**src/rtl/lbt_pkg.sv**
```systemverilog
`timescale 1ns/1ps
package lbt_pkg;

  typedef enum logic [1:0] {
    ST_IDLE   = 2'd0,
    ST_LISTEN = 2'd1,
    ST_WAIT   = 2'd2
  } lbt_state_e;

  // One Fibonacci shift step: feedback is the parity of the tapped bits.
  function automatic logic [31:0] lfsr_step(logic [31:0] s, logic [31:0] taps,
                                            int unsigned w);
    logic        fb;
    logic [31:0] msk;
    fb  = ^(s & taps);
    msk = (w >= 32) ? '1 : ((32'd1 << w) - 32'd1);
    return ((s << 1) | {31'd0, fb}) & msk;
  endfunction

  // Fold a raw generator value into 0..top.
  function automatic int unsigned fold_slots(int unsigned raw, int unsigned top);
    return raw % (top + 1);
  endfunction

  // Ticks needed for one complete backoff.
  function automatic int unsigned total_ticks(int unsigned fixed_t, int unsigned slots);
    return fixed_t + slots;
  endfunction

endpackage

```
**src/rtl/lbt_slot_gen.sv**
```systemverilog
`timescale 1ns/1ps
module lbt_slot_gen
  import lbt_pkg::*;
#(
  parameter int unsigned    LFSR_W    = 16,
  parameter logic [LFSR_W-1:0] TAPS   = 16'hB400,
  parameter logic [LFSR_W-1:0] SEED   = 16'hACE1,
  parameter int unsigned    MAX_SLOTS = 10,
  parameter int unsigned    DEF_SLOTS = 5,
  localparam int unsigned   SLOT_W    = $clog2(MAX_SLOTS + 1)
) (
  input  logic              clk,
  input  logic              rst,
  input  logic              rnd_en_i,
  output logic [SLOT_W-1:0] slots_o
);

  logic [LFSR_W-1:0] lfsr_q;
  logic [SLOT_W-1:0] rand_slots;

  always_ff @(posedge clk) begin
    if (rst) lfsr_q <= SEED;
    else     lfsr_q <= LFSR_W'(lfsr_step(32'(lfsr_q), 32'(TAPS), LFSR_W));
  end

  always_comb begin
    rand_slots = SLOT_W'(fold_slots(32'(lfsr_q), MAX_SLOTS));
    slots_o    = rnd_en_i ? rand_slots : SLOT_W'(DEF_SLOTS);
  end


  lfsr_nonzero_chk: assert property (@(posedge clk) disable iff (rst)
    lfsr_q != '0);

endmodule

```
**src/rtl/lbt_listen_timer.sv**
```systemverilog
`timescale 1ns/1ps
module lbt_listen_timer
  import lbt_pkg::*;
#(
  parameter int unsigned  FIXED_TICKS = 10,
  parameter int unsigned  MAX_SLOTS   = 10,
  localparam int unsigned SLOT_W      = $clog2(MAX_SLOTS + 1),
  localparam int unsigned CNT_W       = $clog2(FIXED_TICKS + MAX_SLOTS + 1)
) (
  input  logic              clk,
  input  logic              rst,
  input  logic              restart_i,
  input  logic              run_i,
  input  logic              tick_i,
  input  logic [SLOT_W-1:0] slots_i,
  output logic              done_o
);

  logic [CNT_W-1:0] cnt_q;
  logic [CNT_W-1:0] goal_q;
  logic [CNT_W-1:0] cnt_nxt;

  assign cnt_nxt = cnt_q + CNT_W'(1);
  assign done_o  = run_i && tick_i && (cnt_nxt == goal_q);

  always_ff @(posedge clk) begin
    if (rst) begin
      cnt_q  <= '0;
      goal_q <= '0;
    end else if (restart_i) begin
      cnt_q  <= '0;
      goal_q <= CNT_W'(total_ticks(FIXED_TICKS, 32'(slots_i)));
    end else if (run_i && tick_i) begin
      cnt_q  <= cnt_nxt;
    end
  end


  idle_hold_chk: assert property (@(posedge clk) disable iff (rst)
    (!tick_i && !restart_i) |=> $stable(cnt_q));


  goal_range_chk: assert property (@(posedge clk) disable iff (rst)
    restart_i |=> (goal_q >= CNT_W'(FIXED_TICKS)) &&
                  (goal_q <= CNT_W'(FIXED_TICKS + MAX_SLOTS)));

endmodule

```
**src/rtl/lbt_seq.sv**
```systemverilog
`timescale 1ns/1ps
module lbt_seq
  import lbt_pkg::*;
(
  input  logic clk,
  input  logic rst,
  input  logic cs_i,
  input  logic rssi_ok_i,
  input  logic tx_req_i,
  input  logic done_i,
  output logic restart_o,
  output logic run_o,
  output logic tx_start_o,
  output logic busy_o
);

  lbt_state_e state_q, state_d;
  logic       tx_q;
  logic       finish_w;

  assign restart_o = (state_q == ST_LISTEN) && !cs_i;
  assign run_o     = (state_q == ST_WAIT) && !cs_i;
  assign finish_w  = run_o && done_i;

  always_comb begin
    state_d = state_q;
    unique case (state_q)
      ST_IDLE:   if (tx_req_i && rssi_ok_i) state_d = ST_LISTEN;
      ST_LISTEN: if (!cs_i)                 state_d = ST_WAIT;
      ST_WAIT: begin
        if (cs_i)          state_d = ST_LISTEN;
        else if (finish_w) state_d = ST_IDLE;
      end
      default:             state_d = ST_IDLE;
    endcase
  end

  always_ff @(posedge clk) begin
    if (rst) begin
      state_q <= ST_IDLE;
      tx_q    <= 1'b0;
    end else begin
      state_q <= state_d;
      tx_q    <= finish_w;
    end
  end

  assign tx_start_o = tx_q;
  assign busy_o     = (state_q != ST_IDLE);


  req_ignored_chk: assert property (@(posedge clk) disable iff (rst)
    ((state_q == ST_IDLE) && !rssi_ok_i) |=> (state_q == ST_IDLE));


  abandon_chk: assert property (@(posedge clk) disable iff (rst)
    ((state_q == ST_WAIT) && cs_i) |=> (state_q == ST_LISTEN) && !tx_start_o);


  tx_one_chk: assert property (@(posedge clk) disable iff (rst)
    tx_start_o |=> !tx_start_o);


  tx_idle_chk: assert property (@(posedge clk) disable iff (rst)
    tx_start_o |-> !busy_o);


  busy_rise_chk: assert property (@(posedge clk) disable iff (rst)
    ((state_q == ST_IDLE) && tx_req_i && rssi_ok_i) |=> busy_o);

endmodule

```
**src/rtl/lbt_backoff.sv**
```systemverilog
`timescale 1ns/1ps
module lbt_backoff
  import lbt_pkg::*;
#(
  parameter int unsigned  FIXED_TICKS = 10,
  parameter int unsigned  MAX_SLOTS   = 10,
  parameter int unsigned  DEF_SLOTS   = 5,
  parameter int unsigned  LFSR_W      = 16,
  localparam int unsigned SLOT_W      = $clog2(MAX_SLOTS + 1)
) (
  input  logic clk,
  input  logic rst,
  input  logic cs_i,
  input  logic rssi_ok_i,
  input  logic tx_req_i,
  input  logic rnd_en_i,
  input  logic tick_i,
  output logic clear_o,
  output logic tx_start_o,
  output logic busy_o
);

  logic [SLOT_W-1:0] slots_w;
  logic              restart_w;
  logic              run_w;
  logic              done_w;

  assign clear_o = ~cs_i;

  lbt_slot_gen #(
    .LFSR_W   (LFSR_W),
    .MAX_SLOTS(MAX_SLOTS),
    .DEF_SLOTS(DEF_SLOTS)
  ) u_slots (
    .clk     (clk),
    .rst     (rst),
    .rnd_en_i(rnd_en_i),
    .slots_o (slots_w)
  );

  lbt_listen_timer #(
    .FIXED_TICKS(FIXED_TICKS),
    .MAX_SLOTS  (MAX_SLOTS)
  ) u_timer (
    .clk      (clk),
    .rst      (rst),
    .restart_i(restart_w),
    .run_i    (run_w),
    .tick_i   (tick_i),
    .slots_i  (slots_w),
    .done_o   (done_w)
  );

  lbt_seq u_seq (
    .clk       (clk),
    .rst       (rst),
    .cs_i      (cs_i),
    .rssi_ok_i (rssi_ok_i),
    .tx_req_i  (tx_req_i),
    .done_i    (done_w),
    .restart_o (restart_w),
    .run_o     (run_w),
    .tx_start_o(tx_start_o),
    .busy_o    (busy_o)
  );


  clear_run_chk: assert property (@(posedge clk) disable iff (rst)
    run_w |-> clear_o);


  fixed_goal_chk: assert property (@(posedge clk) disable iff (rst)
    (restart_w && !rnd_en_i) |=> (u_timer.goal_q == 5'(FIXED_TICKS + DEF_SLOTS)));

endmodule

```
**config.mk**
```make
export PLATFORM = sky130hd
export DESIGN_NAME = lbt_backoff
export DESIGN_NICKNAME = d
export VERILOG_FILES = /design/src/rtl/lbt_pkg.sv /design/src/rtl/lbt_slot_gen.sv /design/src/rtl/lbt_listen_timer.sv /design/src/rtl/lbt_seq.sv /design/src/rtl/lbt_backoff.sv
export SDC_FILE = /design/constraint.sdc
export NUM_CORES = 1
export LEC_CHECK = 0
export BUFFER_PORTS_ARGS = -buffer_cell sky130_fd_sc_hd__buf_4
export CAP_MARGIN = 20
export CORE_AREA = 2 2 101 103
export CTS_CLUSTER_SIZE = 28
export DETAILED_ROUTE_END_ITERATION = 8
export DIE_AREA = 0 0 103 105
export PLACE_DENSITY = 0.88
export SYNTH_ARGS = -nofsm -noshare
export SYNTH_HDL_FRONTEND = slang
export SYNTH_SLANG_ARGS = --single-unit
```
**constraint.sdc**
```tcl
create_clock -name clk -period 25.8 [get_ports clk]
set_clock_uncertainty 0.15 [all_clocks]
set_input_delay 2.58 -clock clk [delete_from_list [all_inputs] [get_ports clk]]
set_output_delay 2.58 -clock clk [all_outputs]
set_load 0.01 [all_outputs]
```
* Yosys cells after proc, flatten, opt, wreduce, memory -nomap -nowiden
Index checks and enable logic that the tools add are counted.
Word-level totals: register bits 29, input bits 7, output and inout port bits 3, word-level logic and storage cells 34
Operators by class: add/sub/neg operators 2, divide/modulo/power cells 1, equality and inequality tests 6, multiplexer cells 6, bitwise operators 2, reduce and logical (&&, ||, !) cells 12
Operators with widths (number):
- 16-bit by 4-bit modulo with 32-bit output (second input constant) | 1
- 32-bit parity | 1
- 16-bit by 1-bit bitwise OR with 16-bit output | 1
- 2-bit 2-to-1 mux | 4
- 1-bit logical AND | 6
- 2-bit case mux with 3 select lines | 1
- 4-bit by 4-bit adder with 5-bit output (first input constant) | 1
- 5-bit by 1-bit adder with 5-bit output (second input constant) | 1
- 5-bit equality test | 1
- 4-bit 2-to-1 mux | 1
- 3-bit by 2-bit inequality test with 1-bit output (second input constant) | 1
- 3-bit AND reduction | 1
- 2-bit by 1-bit equality test with 1-bit output (second input constant) | 1
- 2-bit equality test (second input constant) | 1
- 2-bit zero test | 1
- 2-bit by 1-bit inequality test with 1-bit output (second input constant) | 1
- 2-bit inequality test (second input constant) | 1
- 2-bit nonzero test | 1
- 2-bit OR reduction | 1
- 1-bit zero test | 1
- 1-bit inverter | 1

* Logic depth before layout (Yosys ltp)
depth in word-level cells 8, gate-level depth with buffers 57, gate-level depth less buffers 47

* Cells and area by module
From an unflattened synthesis, not the netlist that was laid out.
Second synthesis, totals: cells, all modules 924, area total of the unflattened synthesis 6498.7 um2
By module, submodules not included:
- lbt_slot_gen | instances 1, cells each 855, area an instance 5866.9 um2, seq. area each 320.3 um2
- lbt_listen_timer | instances 1, cells each 53, area an instance 485.5 um2, seq. area each 200.2 um2
- lbt_seq | instances 1, cells each 15, area an instance 142.6 um2, seq. area each 60.1 um2
- lbt_backoff | instances 1, cells each 1, area an instance 3.8 um2, seq. area each 0.0 um2

* Worst setup path before layout
No wires, ideal clock.
kind register to register, from reg u_slots.lfsr_q[13], to reg u_timer.goal_q[3], setup time 0.079 ns, arrival 11.232 ns, data required time 25.571 ns, setup slack 14.339 ns, stages on the path, launching flop included 48, path buffers 4, clock period less this slack 11.461 ns, path through dfxtp_1 > buf_2 > a21o_1 > ha_1 > nor2b_1 > o32ai_1 > o211ai_1 > a21boi_2 > a21boi_2 > mux2_2 > nor4_4 > a211oi_2 > or3_1 > buf_4 > mux2_4 > or4_1 > a211o_1 > a21o_1 > [12 not listed] > xnor2_1 > ha_1 > nand4_1 > o31ai_1 > a21o_1 > a221oi_4 > nand3_1 > nor2_1 > xnor2_1 > ha_1 > inv_1 > nand3_1 > a2111oi_4 > mux2i_1 > nor2_1 > ha_1 > or3_1 > o211ai_1
On the way: word-level cells in the longest chain between the ends 3
Ends and longest elaborated chain:
- from (decl) | RTL line lbt_slot_gen.sv:18 | logic [LFSR_W-1:0] lfsr_q;
- from (signal assigned) | RTL line lbt_slot_gen.sv:23 | else lfsr_q <= LFSR_W'(lfsr_step(32'(lfsr_q), 32'(TAPS), LFSR_W));
- 16-bit by 4-bit modulo with 32-bit output | RTL line lbt_pkg.sv:22 | return raw % (top + 1);
- 4-bit 2-to-1 mux | RTL line lbt_slot_gen.sv:28 | slots_o = rnd_en_i ? rand_slots : SLOT_W'(DEF_SLOTS);
- 4-bit by 4-bit adder with 5-bit output | RTL line lbt_pkg.sv:27 | return fixed_t + slots;
- to (signal assigned) | RTL line lbt_listen_timer.sv:32 | goal_q <= CNT_W'(total_ticks(FIXED_TICKS, 32'(slots_i)));
- to (decl) | RTL line lbt_listen_timer.sv:20 | logic [CNT_W-1:0] goal_q;
No other way between the ends. A chain may end at the register's enable or synchronous reset.

* Worst setup path after layout
Ends and elaborated chain as after synthesis.

==> results.md <==
* Seq cells post-synth at 29
* Std cell rows at 36
* 1st-iter DRT viols at 642
* Clock Tree Root: clkbuf_8
* Vias in the first global route at 6,638
* Worst setup SP type: register
* Area contributors post-synth: dfxtp_1 8.7%, nand2_1 5.6%, nor2_1 4.9%
* Worst Hold Endpoint: u_timer.goal_q[2]
* Vias at 7,607
* Die ar. at 10,800 um2
* WP data arrival at 14,860 ps
* Nets at 934
* Die height at 105 um
* Die Wd at 103 um
* CTS tree: built
* DR WL/cell at 17.8 um
* Top Ports at 10
* Worst Reg-to-Reg Cells at 43
* Flop pwr share at 5.8%
* Critical Path Most Common Cell: ha_1
* Clock Pin Slew Worst Setup and Hold Paths at 70 ps
* CP Data Required Time at 25,860 ps
* Worst reg-to-reg setup slack at 11,000 ps
* Peak supply drop at 0.119 mV
* Setup Viol. Count Final at 0
* CTS buffer count at 5
* Part of the power in combinational logic at 90.0%
* Hold Crit Start: u_timer.goal_q[2]
* Netlist Area Pre-Place at 6640 um2
* Maxcap violations at 0
* DRC Markers at 0
* Post-Synthesis Cells at 965
* Diode count at 0
* Clock Latency Late Sink at 280 ps
* Lkg Pwr at 2.35 nW
* RSZ-0062 raised after global routing: false
* Unique masters post-synth at 114
* Status: completed
* Hold_buf cts at 0
* Pwr dens at 144 nW/um2
* Area Overhead vs Synth at 0.886%
* Slew Viols, Final at 0
* Fin crit share at 57.4%
* Synth warn at 0
* Final hold vios at 0
* Sw frac at 61.0%
* Layout cells sized above 1 at 9.65%
* Final Routed Wirelength at 18.8 mm
* Worst r2r src: u_slots.lfsr_q[13]
* Internal power component at 377 uW
* Crit Reg-Reg Endpoint: u_timer.goal_q[3]
* Overflow after GRT at 0
* GRT Util Overall at 33.8%
* GPL Wtd Cong at 0.960
* Post-CTS Setup Bufs at 0
* Via-to-Cell Ratio at 7.21
* Total Neg Setup Slack at 0 ps
* CP Capture Type: register
* Area leader, netlist: dfxtp_1
* EDFF count, synth at 0
* NetSw at 590 uW
* Post-Place Cells at 1,047
* Largest net degree at the start of global routing at 33
* Worst slew margin at 25.9%
* DP HPWL at 13.4 mm
* Critical path's slowest cell: a21boi_2
* Sequential fraction of the synthesis area at 8.74%
* Clock Tree Buf Depth at 2
* Ys async rst share at 0%
* Share of Yosys cell area claimed by the top area cell type at 8.74%
* Post-CTS sizing at 0
* DRT Pass-1 Iters at 5
* CTS H-tree lvls at 2
* First-pass GRT wire length at 31.2 mm
* Core area at 9640 um2
* Post-synthesis net count at 978
* F_max at 67.6 MHz
* CP max stage delay at 790 ps
* TritonCTS Sinks at 29
* Initial antenna violation count at 0
* Worst-Margin Slew at 1110 ps
* Mapped Avg Cell Area at 6.88 um2
* Final min period at 14,800 ps
* Maximum fanout along the worst path at 21
* PortBufs at 9
* Non-Filler Instances at 1,055
* Hold WC Path Type: reg -> reg
* Starting Density at 68.9%
* Post-DRT Antenna Nets at 0
* Clock Power Share at 4.3%
* Hold path cells at 2
* Most used DFF post-synth: dfxtp_1
* Crit Path Class: reg -> reg
[metal layers]
metal / GRT usage [%] / vias up / part of all wire (%)
li1: - / 3661 / -
met1: 47.6 / 3493 / 44
met2: 53.2 / 390 / 46
met3: 3.75 / 63 / 7.9
met4: 10.9 / 0 / 2.6
met5: 0 / - / 0
[stage by stage]
stage	util [%]	power, mW	setup WS (ps)	hold slack, ps	cell area (um2)
6_report	69.5	0.967	11000	343	6700
5_1_grt	69.5	1.05	9850	380	6700
4_1_cts	69.5	0.937	11330	346	6700
3_5_place_dp	68.4	0.889	11530	336	6600
3_3_place_gp	68.4	0.881	11940	318	6600
2_1_floorplan	-	0.760	14340	300	6640
[sequential cells by signal, summed over array words and instances (netlist names)]
name              cells
u_seq.tx_start_o      1
u_slots.lfsr_q       16
u_timer.cnt_q         5
u_seq.state_q         2
u_timer.goal_q        5
[worst max-delay path by stage]
stage	startpoint	end	slack, ps	depth (start not counted)
2_1_floorplan	u_slots.lfsr_q[13]	u_timer.goal_q[3]	14340	47
3_3_place_gp	u_slots.lfsr_q[13]	u_timer.goal_q[3]	11940	42
3_5_place_dp	u_slots.lfsr_q[13]	u_timer.goal_q[3]	11530	42
4_1_cts	u_slots.lfsr_q[13]	u_timer.goal_q[3]	11330	43
5_1_grt	u_slots.lfsr_q[13]	u_timer.goal_q[3]	9850	44
6_report	u_slots.lfsr_q[13]	u_timer.goal_q[3]	11000	43
[synth_stat cells (all sizes together) (16+ instances only)]
| library cell | number |
|---|---|
| o211ai | 21 |
| buf | 22 |
| nor4 | 19 |
| xnor2 | 29 |
| dfxtp | 29 |
| a211oi | 27 |
| clkbuf | 40 |
| inv | 21 |
| o21ai | 60 |
| o22ai | 16 |
| a21oi | 66 |
| nor3 | 48 |
| mux2i | 18 |
| nor2 | 88 |
| nand3 | 37 |
| nand2 | 100 |
[power by group through the flow]
| stage | Sequential [mW] | Clock [mW] | Combinational (mW) |
|---|---|---|---|
| CTS | 0.0552 | 0.0417 | 0.840 |
| detailed placement | 0.0561 | 0 | 0.833 |
| global route | 0.0560 | 0.0439 | 0.949 |
| finish | 0.0556 | 0.0414 | 0.870 |
| floorplan | 0.0503 | 0 | 0.710 |
| global placement | 0.0559 | 0 | 0.825 |
[layout make-up]
| type | instances | area (um2) |
|---|---|---|
| clock buffers | 7 | 96.3 |
| flip-flops and latches | 29 | 581 |
| repair buffers | 11 | 82.6 |
| well taps | 133 | 166 |
| multi-input cells | 850 | 5680 |
| fillers | 828 | 2940 |
| inverters | 24 | 90.1 |
| clock inverters | 1 | 5.00 |
[worst max-delay path: cells and delay by family (launching register included)]
| family | cells | cell delay, ps |
|---|---|---|
| AOI/OAI and AO/OA | 19 | 6650 |
| xor gates and xnor gates | 3 | 470 |
| and+or+nand+nor | 14 | 4840 |
| adders and majority gates | 4 | 1200 |
| DFF | 1 | 510 |
| muxes | 2 | 830 |
| buffers and inverters | 1 | 90 |
[cell families (layout without fill, tap and decap cells)]
logic type                 count (synthesis)  in the layout  share of synthesized area [%]
DFF                                       29             29                           8.74
muxes                                     29             29                           4.69
xor gates and xnor gates                  42             42                           5.99
and+or+nand+nor                          407            407                           32.0
AOI/OAI and AO/OA                        362            362                           41.1
buffers and inverters                     86             43                           5.75
adders and majority gates                 10             10                           1.75
[placed cells by master (no fill, tap or decap), types with 17 or more instances in the layout]
cell type  Yosys  final
nor4_1        17     17
a211oi_1      24     24
dfxtp_1       29     29
nand3_1       37     37
o21ai_0       49     49
xnor2_1       27     27
nand2_1       99     99
a21oi_1       61     61
mux2i_1       18     18
nor2_1        86     86
o211ai_1      19     19
nor3_1        45     45
inv_1         20     20
Power figures use the tool's default switching activity.
